===== config.mk =====
export PLATFORM = sky130hd
export DESIGN_NAME = bank_mapper
export DESIGN_NICKNAME = d
export VERILOG_FILES = /design/src/rtl/bank_pkg.sv /design/src/rtl/bank_regs.sv /design/src/rtl/bank_decode.sv /design/src/rtl/bank_mapper.sv
export SDC_FILE = /design/constraint.sdc
export NUM_CORES = 1
export LEC_CHECK = 0
export BUFFER_PORTS_ARGS = -buffer_cell sky130_fd_sc_hd__buf_2
export CAP_MARGIN = 20
export CORE_MARGIN = 2
export CORE_UTILIZATION = 35
export CTS_BUF_LIST = sky130_fd_sc_hd__clkbuf_4 sky130_fd_sc_hd__clkbuf_8
export CTS_CLUSTER_DIAMETER = 150
export DETAILED_ROUTE_END_ITERATION = 10
export GPL_TIMING_DRIVEN = 0
export HOLD_SLACK_MARGIN = 0.1
export PLACE_DENSITY = 0.73
export SYNTH_ARGS = -nofsm -noshare
export SYNTH_HDL_FRONTEND = slang
export SYNTH_SLANG_ARGS = --single-unit

===== constraint.sdc =====
create_clock -name clk -period 1.4 [get_ports clk]
set_clock_uncertainty 0.05 [all_clocks]
set_input_delay 0.14 -clock clk [delete_from_list [all_inputs] [get_ports clk]]
set_output_delay 0.14 -clock clk [all_outputs]
set_load 0.03 [all_outputs]

===== src/rtl/bank_pkg.sv =====
package bank_pkg;
    typedef enum logic {
        MODE_BOOT   = 1'b0,
        MODE_ALLRAM = 1'b1
    } mode_e;
endpackage


===== src/rtl/bank_regs.sv =====
module bank_regs
    import bank_pkg::*;
#(
    parameter int PAGE_W = 4,
    parameter int DATA_W = 8
) (
    input  logic              clk,
    input  logic              rst_n,
    input  logic              wr_lo,
    input  logic              wr_hi,
    input  logic [DATA_W-1:0] wdata,
    output logic [PAGE_W-1:0] lo_page,
    output logic [PAGE_W-1:0] hi_page,
    output mode_e             mode
);
    mode_e mode_nx;

    // state register
    always_ff @(posedge clk) begin
        if (!rst_n) mode <= MODE_BOOT;
        else        mode <= mode_nx;
    end

    // next-state logic
    always_comb begin
        mode_nx = mode;
        unique case (mode)
            MODE_BOOT:   if (wr_hi && wdata[PAGE_W])  mode_nx = MODE_ALLRAM;
            MODE_ALLRAM: if (wr_hi && !wdata[PAGE_W]) mode_nx = MODE_BOOT;
            default:     mode_nx = MODE_BOOT;
        endcase
    end

    // page numbers
    always_ff @(posedge clk) begin
        if (!rst_n) begin
            lo_page <= '0;
            hi_page <= '0;
        end else begin
            if (wr_lo) lo_page <= wdata[PAGE_W-1:0];
            if (wr_hi) hi_page <= wdata[PAGE_W-1:0];
        end
    end
endmodule


===== src/rtl/bank_decode.sv =====
module bank_decode
    import bank_pkg::*;
#(
    parameter int          ADDR_W  = 16,
    parameter int          PAGE_W  = 4,
    parameter int          DATA_W  = 8,
    parameter int          IO_W    = 4,
    parameter logic [15:0] IO_BASE = 16'h7FF0
) (
    input  logic                       bus_valid,
    input  logic                       cpu_we,
    input  logic [ADDR_W-1:0]          cpu_addr,
    input  logic [PAGE_W-1:0]          lo_page,
    input  logic [PAGE_W-1:0]          hi_page,
    input  mode_e                      mode,
    output logic                       reg_sel,
    output logic                       sram_sel,
    output logic                       rom_sel,
    output logic                       sram_we,
    output logic                       rom_we,
    output logic                       wr_lo,
    output logic                       wr_hi,
    output logic [DATA_W-1:0]          rdata,
    output logic [PAGE_W+ADDR_W-2:0]   sram_addr
);
    localparam int WIN_W = ADDR_W - 1;
    localparam logic [IO_W-1:0] OFS_LO = IO_W'(0);
    localparam logic [IO_W-1:0] OFS_HI = IO_W'(1);

    logic            io_hit;
    logic            upper;
    logic [IO_W-1:0] ofs;

    assign io_hit = (cpu_addr[ADDR_W-1:IO_W] == IO_BASE[ADDR_W-1:IO_W]);
    assign upper  = cpu_addr[ADDR_W-1];
    assign ofs    = cpu_addr[IO_W-1:0];

    always_comb begin
        reg_sel  = 1'b0;
        sram_sel = 1'b0;
        rom_sel  = 1'b0;
        if (bus_valid) begin
            if (io_hit)                    reg_sel  = 1'b1;
            else if (!upper)               sram_sel = 1'b1;
            else if (mode == MODE_ALLRAM)  sram_sel = 1'b1;
            else                           rom_sel  = 1'b1;
        end
    end

    assign sram_addr = {(upper ? hi_page : lo_page), cpu_addr[WIN_W-1:0]};
    assign sram_we   = sram_sel & cpu_we;
    assign rom_we    = rom_sel & cpu_we;
    assign wr_lo     = reg_sel & cpu_we & (ofs == OFS_LO);
    assign wr_hi     = reg_sel & cpu_we & (ofs == OFS_HI);

    always_comb begin
        rdata = '0;
        if (reg_sel) begin
            if (ofs == OFS_LO)      rdata[PAGE_W-1:0] = lo_page;
            else if (ofs == OFS_HI) rdata[PAGE_W:0]   = {mode == MODE_ALLRAM, hi_page};
        end
    end
endmodule


===== src/rtl/bank_mapper.sv =====
module bank_mapper
    import bank_pkg::*;
#(
    parameter int          ADDR_W  = 16,
    parameter int          PAGE_W  = 4,
    parameter int          DATA_W  = 8,
    parameter int          IO_W    = 4,
    parameter logic [15:0] IO_BASE = 16'h7FF0
) (
    input  logic                     clk,
    input  logic                     rst_n,
    input  logic                     bus_valid,
    input  logic                     cpu_we,
    input  logic [ADDR_W-1:0]        cpu_addr,
    input  logic [DATA_W-1:0]        cpu_wdata,
    output logic [DATA_W-1:0]        cpu_rdata,
    output logic                     reg_sel,
    output logic                     sram_sel,
    output logic                     rom_sel,
    output logic                     sram_we,
    output logic                     rom_we,
    output logic [PAGE_W+ADDR_W-2:0] sram_addr
);
    logic [PAGE_W-1:0] lo_page, hi_page;
    mode_e             mode;
    logic              wr_lo, wr_hi;

    bank_regs #(.PAGE_W(PAGE_W), .DATA_W(DATA_W)) u_regs (
        .clk(clk), .rst_n(rst_n), .wr_lo(wr_lo), .wr_hi(wr_hi),
        .wdata(cpu_wdata), .lo_page(lo_page), .hi_page(hi_page), .mode(mode)
    );

    bank_decode #(
        .ADDR_W(ADDR_W), .PAGE_W(PAGE_W), .DATA_W(DATA_W),
        .IO_W(IO_W), .IO_BASE(IO_BASE)
    ) u_dec (
        .bus_valid(bus_valid), .cpu_we(cpu_we), .cpu_addr(cpu_addr),
        .lo_page(lo_page), .hi_page(hi_page), .mode(mode),
        .reg_sel(reg_sel), .sram_sel(sram_sel), .rom_sel(rom_sel),
        .sram_we(sram_we), .rom_we(rom_we), .wr_lo(wr_lo), .wr_hi(wr_hi),
        .rdata(cpu_rdata), .sram_addr(sram_addr)
    );
endmodule


### Word level (Yosys, flattened, before mapping)

Index checks and enable logic that the tools add are counted.

* flip-flop bits (word level): 9

* equal/unequal tests: 2
* muxes and demuxes: 18
* bitwise logic cells: 6
* reduce and logical (&&, ||, !) cells: 4

Operator list (count)
* $mux 1: 13
* $eq 12x11->1 const B: 1
* $mux 5: 2
* $mux 4: 2
* $and 1x1->1: 5
* $eq 4x1->1 const B: 1
* $logic_not 4->1: 1
* $logic_and 1x1->1: 2
* $pmux 1 s2: 1
* $logic_not 1->1: 1
* $not 1->1: 1

### Logic depth before layout (Yosys ltp)

Gate-level depths: netlist (run 1).

* depth after elaboration: 8
* gate-level depth with buffers: 4
* gate-level depth less buffers: 4

### By module

A second synthesis (run 1) with hierarchy kept.

* cell total of the unflattened synthesis: 88
* area total of the unflattened synthesis: 764.5 µm²

Modules (own cells, without submodules)
* bank_decode: times used 1, cells an instance 59, area each 419.2 µm²
* bank_regs: times used 1, cells an instance 29, area each 345.3 µm²

### Worst setup path before layout (run 1)

OpenSTA, ideal clock, no wires.

* path kind: input-to-output
* from: in cpu_addr[11]
* to: out cpu_rdata[0]
* arrival time: 1.239 ns
* required time: 1.210 ns
* slack: -0.029 ns
* stages: 4
* path buffers: 0
* cell sequence: nand4_1 nor3_4 nand2_1 nor2_1

* word-level cells in the longest chain between the ends: 4

Ends and longest elaborated chain
* from (decl): line bank_mapper.sv:14 `input logic [ADDR_W-1:0] cpu_addr,`
* $eq 12x11->1: line bank_decode.sv:34 `assign io_hit = (cpu_addr[ADDR_W-1:IO_W] == IO_BASE[ADDR_W-1:IO_W]);`
* $mux 1: line bank_decode.sv:43 `if (io_hit) reg_sel = 1'b1;`
* $mux 1: line bank_decode.sv:42 `if (bus_valid) begin`
* $mux 5: line bank_decode.sv:58 `if (reg_sel) begin`
* to (decl): line bank_mapper.sv:16 `output logic [DATA_W-1:0] cpu_rdata,`

No other way between the ends.

==> results of run 1 <==
## metrics by stage
| stage | std cells | total power (W) | setup WS (ps) | utilization | setup TNS, ps |
|---|---|---|---|---|---|
| finish | 174 | 0.000721 | 62.6 | 0.583 | 0 |
| global route | 174 | 0.000743 | 9.81 | 0.583 | 0 |
| CTS | 174 | 0.000718 | 40.2 | 0.573 | 0 |
| detailed placement | 164 | 0.000483 | -194 | 0.531 | -980 |
| global placement | 164 | 0.000479 | -176 | 0.531 | -847 |
| floorplan | 84 | 0.000397 | -29.5 | - | -147 |
## logic make-up (layout without fill, tap and decap cells)
family	count (synthesis)	count (layout)	share of synthesized area
simple gates	35	35	0.341
buf+inv	20	83	0.191
mux	13	13	0.181
flops	9	9	0.242
compound gates	4	4	0.0403
other cells	1	3	0.00503
## Yosys cell counts, drive strengths merged
| master | n |
|---|---|
| mux2 | 4 |
| nor4 | 1 |
| buf | 18 |
| a22oi | 4 |
| nor4b | 1 |
| mux2i | 9 |
| clkbuf | 1 |
| nor2b | 1 |
| inv | 1 |
| nor2 | 5 |
| nand4 | 4 |
| and2 | 1 |
| and3 | 1 |
| nor3b | 1 |
| dfxtp | 9 |
| nand2 | 17 |
| nand4b | 1 |
| conb | 1 |
| nor3 | 2 |
## area by class of cell
cell class                      count  area share
Sequential cell                     9       0.156
Buffer                             19       0.120
Timing Repair Buffer               59       0.282
Inverter                            1     0.00325
Multi-Input combinational cell     55       0.384
Clock buffer                        4      0.0260
Tap cell                           27      0.0293
## power breakdown
part	internal [W]	switching [W]
registers	0.000256	0.000000000795
clock network	0.000130	0.000106
logic	0.0000951	0.000134
total	0.000481	0.000240
## worst max path at each step
stage	startpoint	slack [ps]	cells past startpoint	to
after global routing	cpu_addr[15]	10	6	sram_sel
after global placement	cpu_addr[15]	-180	6	cpu_rdata[3]
after detailed placement	cpu_addr[15]	-190	6	cpu_rdata[3]
final	flip-flop	60	3	sram_sel
after floorplan	cpu_addr[11]	-30	4	cpu_rdata[0]
after CTS	flip-flop	40	3	rom_we
## worst max-delay path: stages, from the launching register on
cell     delay, ps
dfxtp_1        370
nor2b_2         70
nor3b_1        200
buf_2          230
## timing repair
action	CTS	global route
resized for setup	1	9
hold buffers	2	0
setup endpoints to repair	6	7
setup buffers	4	0
pin swaps	3	1
hold endpoints to repair	2	0
## per-layer routing
layer | wire (microns) | vias to the layer above
li1 | - | 394
met5 | 0 | -
met3 | 206 | 3
met2 | 936 | 44
met1 | 767 | 343
met4 | 31 | 0
==> impl_metrics.yaml, run 1 <==
layout:
  stdcell_area_sq_um: 1150
  diodes: 0
  final_cell_mix: "buf_2 (49), buf_4 (24), nand2_1 (16)"
  n_fill_cell: 196
  multiInputGateArea_sq_um: 443
  layout-drive-gt1-share: 0.626
  fin_nets: 176
  regArea_sq_um: 180
  layout_commonest_cell: "buf_2"
  syn_to_final_growth_pct: 54.9
status:
  status: "finished clean"
cts:
  clk_latency_ps: 270
  cts_sinks: 9
  cts.clk_slew.worst_paths_ps: 60
  cts_max_level: 1
  cts_tree: "yes"
  cts_root_buf: "clkbuf_4"
  cts_made_buffers: 3
  clockBufferDepth: 2
worst_hold_path:
  min_delay_path_depth: 3
  hp-class: "input pin to flip-flop"
  holdPathEnd: "u_regs.hi_page[3]$_SDFFE_PN0P_"
  holdCritStartpoint: "cpu_wdata[3]"
floorplan:
  io_pins: 60
  std_cell_rows: 16
  core_sq_um: 1980
  die-area_sq_um: 2520
  die_h_microns: 50.2
  start_util: 0.376
  die_x_microns: 50.2
setup_path:
  reg2reg_from: "u_regs.lo_page[2]$_SDFFE_PN0P_"
  crit_type: "flip-flop to output pin"
  ff2ff_setup_slack_ps: 700
  critPathMaxFanout: 4
  start_kind: "flip-flop"
  crit_path_end_kind: "output pin"
  reg2reg_to: "u_regs.lo_page[2]$_SDFFE_PN0P_"
  rr_worst_depth: 2
  cp.required_ps: 1210
  worst_ep_arrival_time_ps: 1150
grt:
  use_met3: 0.0327
  grt_pass1_wl_microns: 3170
  gr-usage-all-layers: 0.166
  grt_use_met1: 0.192
  busiest_layer: "met2"
  grt_use_met2: 0.287
  overflow: 0
  grt_antenna_before_repair: 0
  grt_max_degree: 11
  grt_pass1_vias: 734
synth:
  netlist-cell-type-count: 21
  synth_area_sq_um: 746
  syn_area_per_cell_sq_um: 9.09
  synth_cells: 82
  ys_warn_count: 0
  synth_seq_cells: 9
  seq_area_frac_synth: 0.242
  yosys-top-cells-area: "dfxtp_1 (24%), buf_4 (18%), mux2i_1 (12%), nand2_1 (8.6%), mux2_2 (6.0%)"
  synth_top_area_share: 0.242
  yosys.area.top_type: "dfxtp_1"
place:
  gp_congestion: 0.743
  hpwl_microns: 1560
  port_buffers: 53
  postPlaceCellArea_sq_um: 1050
drt:
  drtAntennaViolNets: 0
  wl_per_cell_microns: 11.2
  vias: 784
  drc: 0
  routed_via_density: 4.51
  drtIter0Drc: 13
  drt-total-wl_microns: 1940
  first_pass_iters: 5
timing:
  final_max_slew_viol_count: 0
  fin_crit_sh: 0.955
  fmaxAchievable_mhz: 748
  holdWs_ps: 93.4
  period_minus_slack_ps: 1340
  finalSetupViolCount: 0
  hold_viol_final: 0
  rsz0062_at_grt: "false"
flow_run:
  maxCapViolCount: 0
power_and_ir_drop:
  irDropWorstVdd_mv: 0.460
  power.density_cell_area_nw_per_um2: 625
  power_leakage_nw: 0.664
Note: power is estimated with default switching activity, not from simulation.
==> run 2: changes to the inputs <==
==> constraint.sdc (replaced) <==
create_clock -name clk -period 1.4 [get_ports clk]
set_clock_uncertainty 0.05 [all_clocks]
set_input_delay 0.28 -clock clk [delete_from_list [all_inputs] [get_ports clk]]
set_output_delay 0.28 -clock clk [all_outputs]
set_load 0.01 [all_outputs]
==> impl_metrics.yaml, run 2 (synthesized netlist as in run 1, its figures left out) <==
drt:
  drt-total-wl_microns: 2010
  wl_per_cell_microns: 11.5
  vias: 781
  routed_via_density: 4.46
  drtIter0Drc: 3
  drtAntennaViolNets: 0
  drc: 0
  first_pass_iters: 3
cts:
  cts_hold_buf: 0
  cts_tree: "yes"
  clockBufferDepth: 2
  clk_latency_ps: 280
  cts_made_buffers: 3
  cts_max_level: 1
  cts_sinks: 9
  cts_root_buf: "clkbuf_4"
  cts.clk_slew.worst_paths_ps: 70
setup_path:
  crit_type: "input pin to output pin"
  cp-startpoint: "cpu_addr[3]"
  crit_path_end_kind: "output pin"
  critPathMaxFanout: 5
  reg2reg_to: "u_regs.hi_page[0]$_SDFFE_PN0P_"
  start_kind: "input pin"
  cp.required_ps: 1070
  endpoint: "cpu_rdata[1]"
  rr_worst_depth: 2
  cp_cell_sequence: "buf_2 > nor4_4 > buf_4 > a22oi_2 > nor2_4 > buf_6"
  critPathSlowestCell: "nor4_4"
  ff2ff_setup_slack_ps: 710
  worst_ep_arrival_time_ps: 1200
  cp_slowest_stage_delay_ps: 280
  reg2reg_from: "u_regs.hi_page[0]$_SDFFE_PN0P_"
layout:
  layout-drive-gt1-share: 0.703
  diodes: 0
  fin_nets: 177
  final_cell_mix: "buf_2 (43), buf_4 (24), nand2_1 (16)"
  stdcell_area_sq_um: 1270
  syn_to_final_growth_pct: 70.5
  layout_commonest_cell: "buf_2"
status:
  status: "complete, but fails checks"
  failed_checks: "setup timing"
floorplan:
  core_sq_um: 1980
  io_pins: 60
  die-area_sq_um: 2520
  start_util: 0.376
  die_x_microns: 50.2
  die_h_microns: 50.2
  std_cell_rows: 16
timing:
  holdWs_ps: 194
  fmaxAchievable_mhz: 654
  worst_slack_ps: -130
  hold_viol_final: 0
  rsz0062_at_grt: "true"
  period_minus_slack_ps: 1530
  final_max_slew_viol_count: 0
  finalSetupViolCount: 8
  fin_crit_sh: 1.09
power_and_ir_drop:
  irDropWorstVdd_mv: 0.516
  power_leakage_nw: 0.689
  fin_total_pwr_w: 0.000663
  power.density_cell_area_nw_per_um2: 522
grt:
  grt_antenna_before_repair: 0
  overflow: 0
  gr-usage-all-layers: 0.150
  grt_pass1_wl_microns: 2900
  grt_max_degree: 11
  grt_pass1_vias: 690
place:
  hpwl_microns: 1450
  postPlaceCellArea_sq_um: 1100
  port_buffers: 53
  gp_congestion: 0.706
worst_hold_path:
  holdCritStartpoint: "cpu_wdata[4]"
  hp-class: "input pin to flip-flop"
flow_run:
  maxCapViolCount: 0
==> run 2: cell type report <==
type                       instances  area (sq um)
clock inverter                     1          5.00
buffer                            19           139
timing repair buffer              60           388
tap                               27          33.8
inverter                           1          3.75
multi-input combinational         55           498
sequential                         9           181
clock buffer                       3          22.5
fill                             171           711
==> run 2: power by group <==
group          leakage, nW    switching, W  internal [W]
Combinational        0.599       0.0000863      0.000106
Sequential          0.0730  0.000000000926      0.000256
Clock               0.0177        0.000109      0.000106
Total                0.689        0.000196      0.000468
==> run 2: repair_timing <==
item / in CTS / in global routing
setup endpoints to repair: 10 / 10
resized for setup: 9 / 10
pin swaps: 5 / 8
buffers inserted: 5 / 2
==> run 2: how the worst min path moves through the flow <==
stage               slack (ps)                        endpoint  cells past startpoint
global placement           410  u_regs.hi_page[3]$_SDFFE_PN0P_                      2
floorplan                  370                       flip-flop                      2
global route               210                       flip-flop                      3
detailed placement         420  u_regs.hi_page[3]$_SDFFE_PN0P_                      2
CTS                        210                       flip-flop                      3
finish                     190                       flip-flop                      3
==> run 2: worst max-delay path, delay by kind of cell <==
kind	cells	cell delay (ps)
buffers and inverters	3	450
and+or+nand+nor	2	370
AOI/OAI and AO/OA	1	100
==> run 2: stage by stage <==
| stage | instances | setup TNS [ps] | util | setup WS, ps |
|---|---|---|---|---|
| 3_5_place_dp | 164 | -4310 | 0.554 | -401 |
| 5_1_grt | 175 | -1400 | 0.641 | -195 |
| 3_3_place_gp | 164 | -4170 | 0.554 | -395 |
| 2_1_floorplan | 84 | -256 | - | -43.0 |
| 6_report | 175 | -869 | 0.641 | -130 |
| 4_1_cts | 173 | -843 | 0.610 | -121 |
==> run 2: layer usage <==
metal | vias to the layer above | part of all wire | GRT usage
li1 | 395 | - | -
met1 | 338 | 0.37 | 0.172
met2 | 45 | 0.50 | 0.261
met3 | 3 | 0.12 | 0.0357
met4 | 0 | 0.013 | 0.0694
met5 | - | 0 | 0
==> run 3: changes to the inputs <==
Clock period 1.4 ns to 1.8 ns, I/O delays scaled along.
==> impl_metrics.yaml, run 3 (synthesized netlist as in run 1, its figures left out) <==
setup_path:
  cp.required_ps: 1390
  cp_cell_sequence: "buf_2 > nand4b_4 > nor3_4 > buf_4 > nor3b_1 > buf_2"
  critPathMaxFanout: 6
  path_common_cell: "buf_2"
  worst_ep_arrival_time_ps: 1300
  cp_slowest_stage_delay_ps: 220
  start_kind: "input pin"
  ff2ff_setup_slack_ps: 1100
  endpoint: "sram_sel"
  critPathSlowestCell: "nor3b_1"
  crit_type: "input pin to output pin"
  crit_path_end_kind: "output pin"
  rr_worst_depth: 2
  reg2reg_from: "u_regs.lo_page[2]$_SDFFE_PN0P_"
  reg2reg_to: "u_regs.lo_page[2]$_SDFFE_PN0P_"
  cp-startpoint: "cpu_addr[15]"
cts:
  cts_tree: "yes"
  clk_latency_ps: 270
  cts_sinks: 9
  cts_hold_buf: 0
  cts_made_buffers: 3
  cts_root_buf: "clkbuf_4"
  cts_max_level: 1
  cts.clk_slew.worst_paths_ps: 60
  clockBufferDepth: 2
layout:
  fin_nets: 174
  diodes: 0
  layout_commonest_cell: "buf_2"
  syn_to_final_growth_pct: 50.5
  n_fill_cell: 197
  layout-drive-gt1-share: 0.628
  stdcell_area_sq_um: 1120
  final_cell_mix: "buf_2 (53), buf_4 (22), nand2_1 (16)"
timing:
  rsz0062_at_grt: "false"
  finalSetupViolCount: 0
  period_minus_slack_ps: 1710
  hold_viol_final: 0
  fin_crit_sh: 0.948
  worst_slack_ps: 93.8
  fmaxAchievable_mhz: 586
  final_max_slew_viol_count: 0
place:
  gp_congestion: 0.743
  port_buffers: 53
  pre_cts_ws_ps: -167
  postPlaceCellArea_sq_um: 1050
  hpwl_microns: 1560
drt:
  drtIter0Drc: 10
  first_pass_iters: 4
  wl_per_cell_microns: 11.0
  drt-total-wl_microns: 1890
  vias: 763
  drtAntennaViolNets: 0
  drc: 0
  routed_via_density: 4.44
grt:
  grt_antenna_before_repair: 0
  grt_pass1_wl_microns: 3110
  overflow: 0
  gr-usage-all-layers: 0.163
  grt_max_degree: 11
  grt_pass1_vias: 722
status:
  status: "finished clean"
floorplan:
  die_h_microns: 50.2
  start_util: 0.376
  die_x_microns: 50.2
  core_sq_um: 1980
  std_cell_rows: 16
  io_pins: 60
  die-area_sq_um: 2520
flow_run:
  maxCapViolCount: 0
power_and_ir_drop:
  power.density_cell_area_nw_per_um2: 460
  power_leakage_nw: 0.657
  irDropWorstVdd_mv: 0.350
worst_hold_path:
  hp-class: "input pin to flip-flop"
run 3: cell types whose count changed in the layout (fill, tap and decap cells not counted), moves of 2 or more:
cell	before	now
a22oi_1	0	4
a22oi_2	4	0
buf_2	43	53
buf_4	24	22
buf_6	10	0
nor2_1	0	4
nor2_4	5	0
run 3: cell type report:
| type | count | area, sq um | share of cell area |
|---|---|---|---|
| Buffer | 19 | 139 | 0.124 |
| Clock buffer | 4 | 30.0 | 0.0268 |
| Inverter | 1 | 3.75 | 0.00334 |
| Multi-Input combinational cell | 55 | 440 | 0.392 |
| Sequential cell | 9 | 180 | 0.161 |
| Tap cell | 27 | 33.8 | 0.0301 |
| Timing Repair Buffer | 57 | 295 | 0.263 |
run 3: per-stage QoR:
stage               utilization  total power, W  instances  TNS (ps)  hold slack, ps
finish                    0.566        0.000517        172         0             284
global route              0.566        0.000534        172         0             296
CTS                       0.559        0.000515        171         0             291
detailed placement        0.531        0.000336        164      -819             428
global placement          0.531        0.000333        164      -687             406
floorplan                     -        0.000269         84         0             397
run 3: critical path: cells and delay by family:
family / cells / cell delay (ps)
buf+inv: 3 / 490
simple gates: 3 / 440
run 3: metal layers:
| layer | vias to the layer above | GRT usage | routed length, microns | part of all wire |
|---|---|---|---|---|
| met2 | 44 | 0.283 | 894 | 0.47 |
| met1 | 327 | 0.186 | 751 | 0.40 |
| met5 | - | 0 | 0 | 0 |
| met4 | 0 | 0.0833 | 31 | 0.016 |
| li1 | 389 | - | - | - |
| met3 | 3 | 0.0327 | 215 | 0.11 |
run 3: where the power goes:
group | switching, W | internal [W] | total [W]
sequential | 0.000000000600 | 0.000199 | 0.000199
combinational | 0.0000648 | 0.0000704 | 0.000135
clock | 0.0000814 | 0.000101 | 0.000182
total | 0.000146 | 0.000371 | 0.000517
run 3: worst min path at each step:
stage / from / end / slack [ps] / depth (start not counted)
after CTS: cpu_wdata[4] / flip-flop / 290 / 3
after global placement: u_regs.lo_page[3]$_SDFFE_PN0P_ / u_regs.lo_page[3]$_SDFFE_PN0P_ / 410 / 2
after detailed placement: u_regs.hi_page[0]$_SDFFE_PN0P_ / u_regs.hi_page[0]$_SDFFE_PN0P_ / 430 / 2
final: cpu_wdata[4] / flip-flop / 280 / 3
after global routing: cpu_wdata[4] / flip-flop / 300 / 3
after floorplan: u_regs.hi_page[0]$_SDFFE_PN0P_ / u_regs.hi_page[0]$_SDFFE_PN0P_ / 400 / 2
run 3: what timing repair did:
item	4_1_cts	5_1_grt
cloned	0	0
pin swaps	2	2
setup endpoints to repair	6	5
gates resized for setup	1	2
buffers inserted	3	1
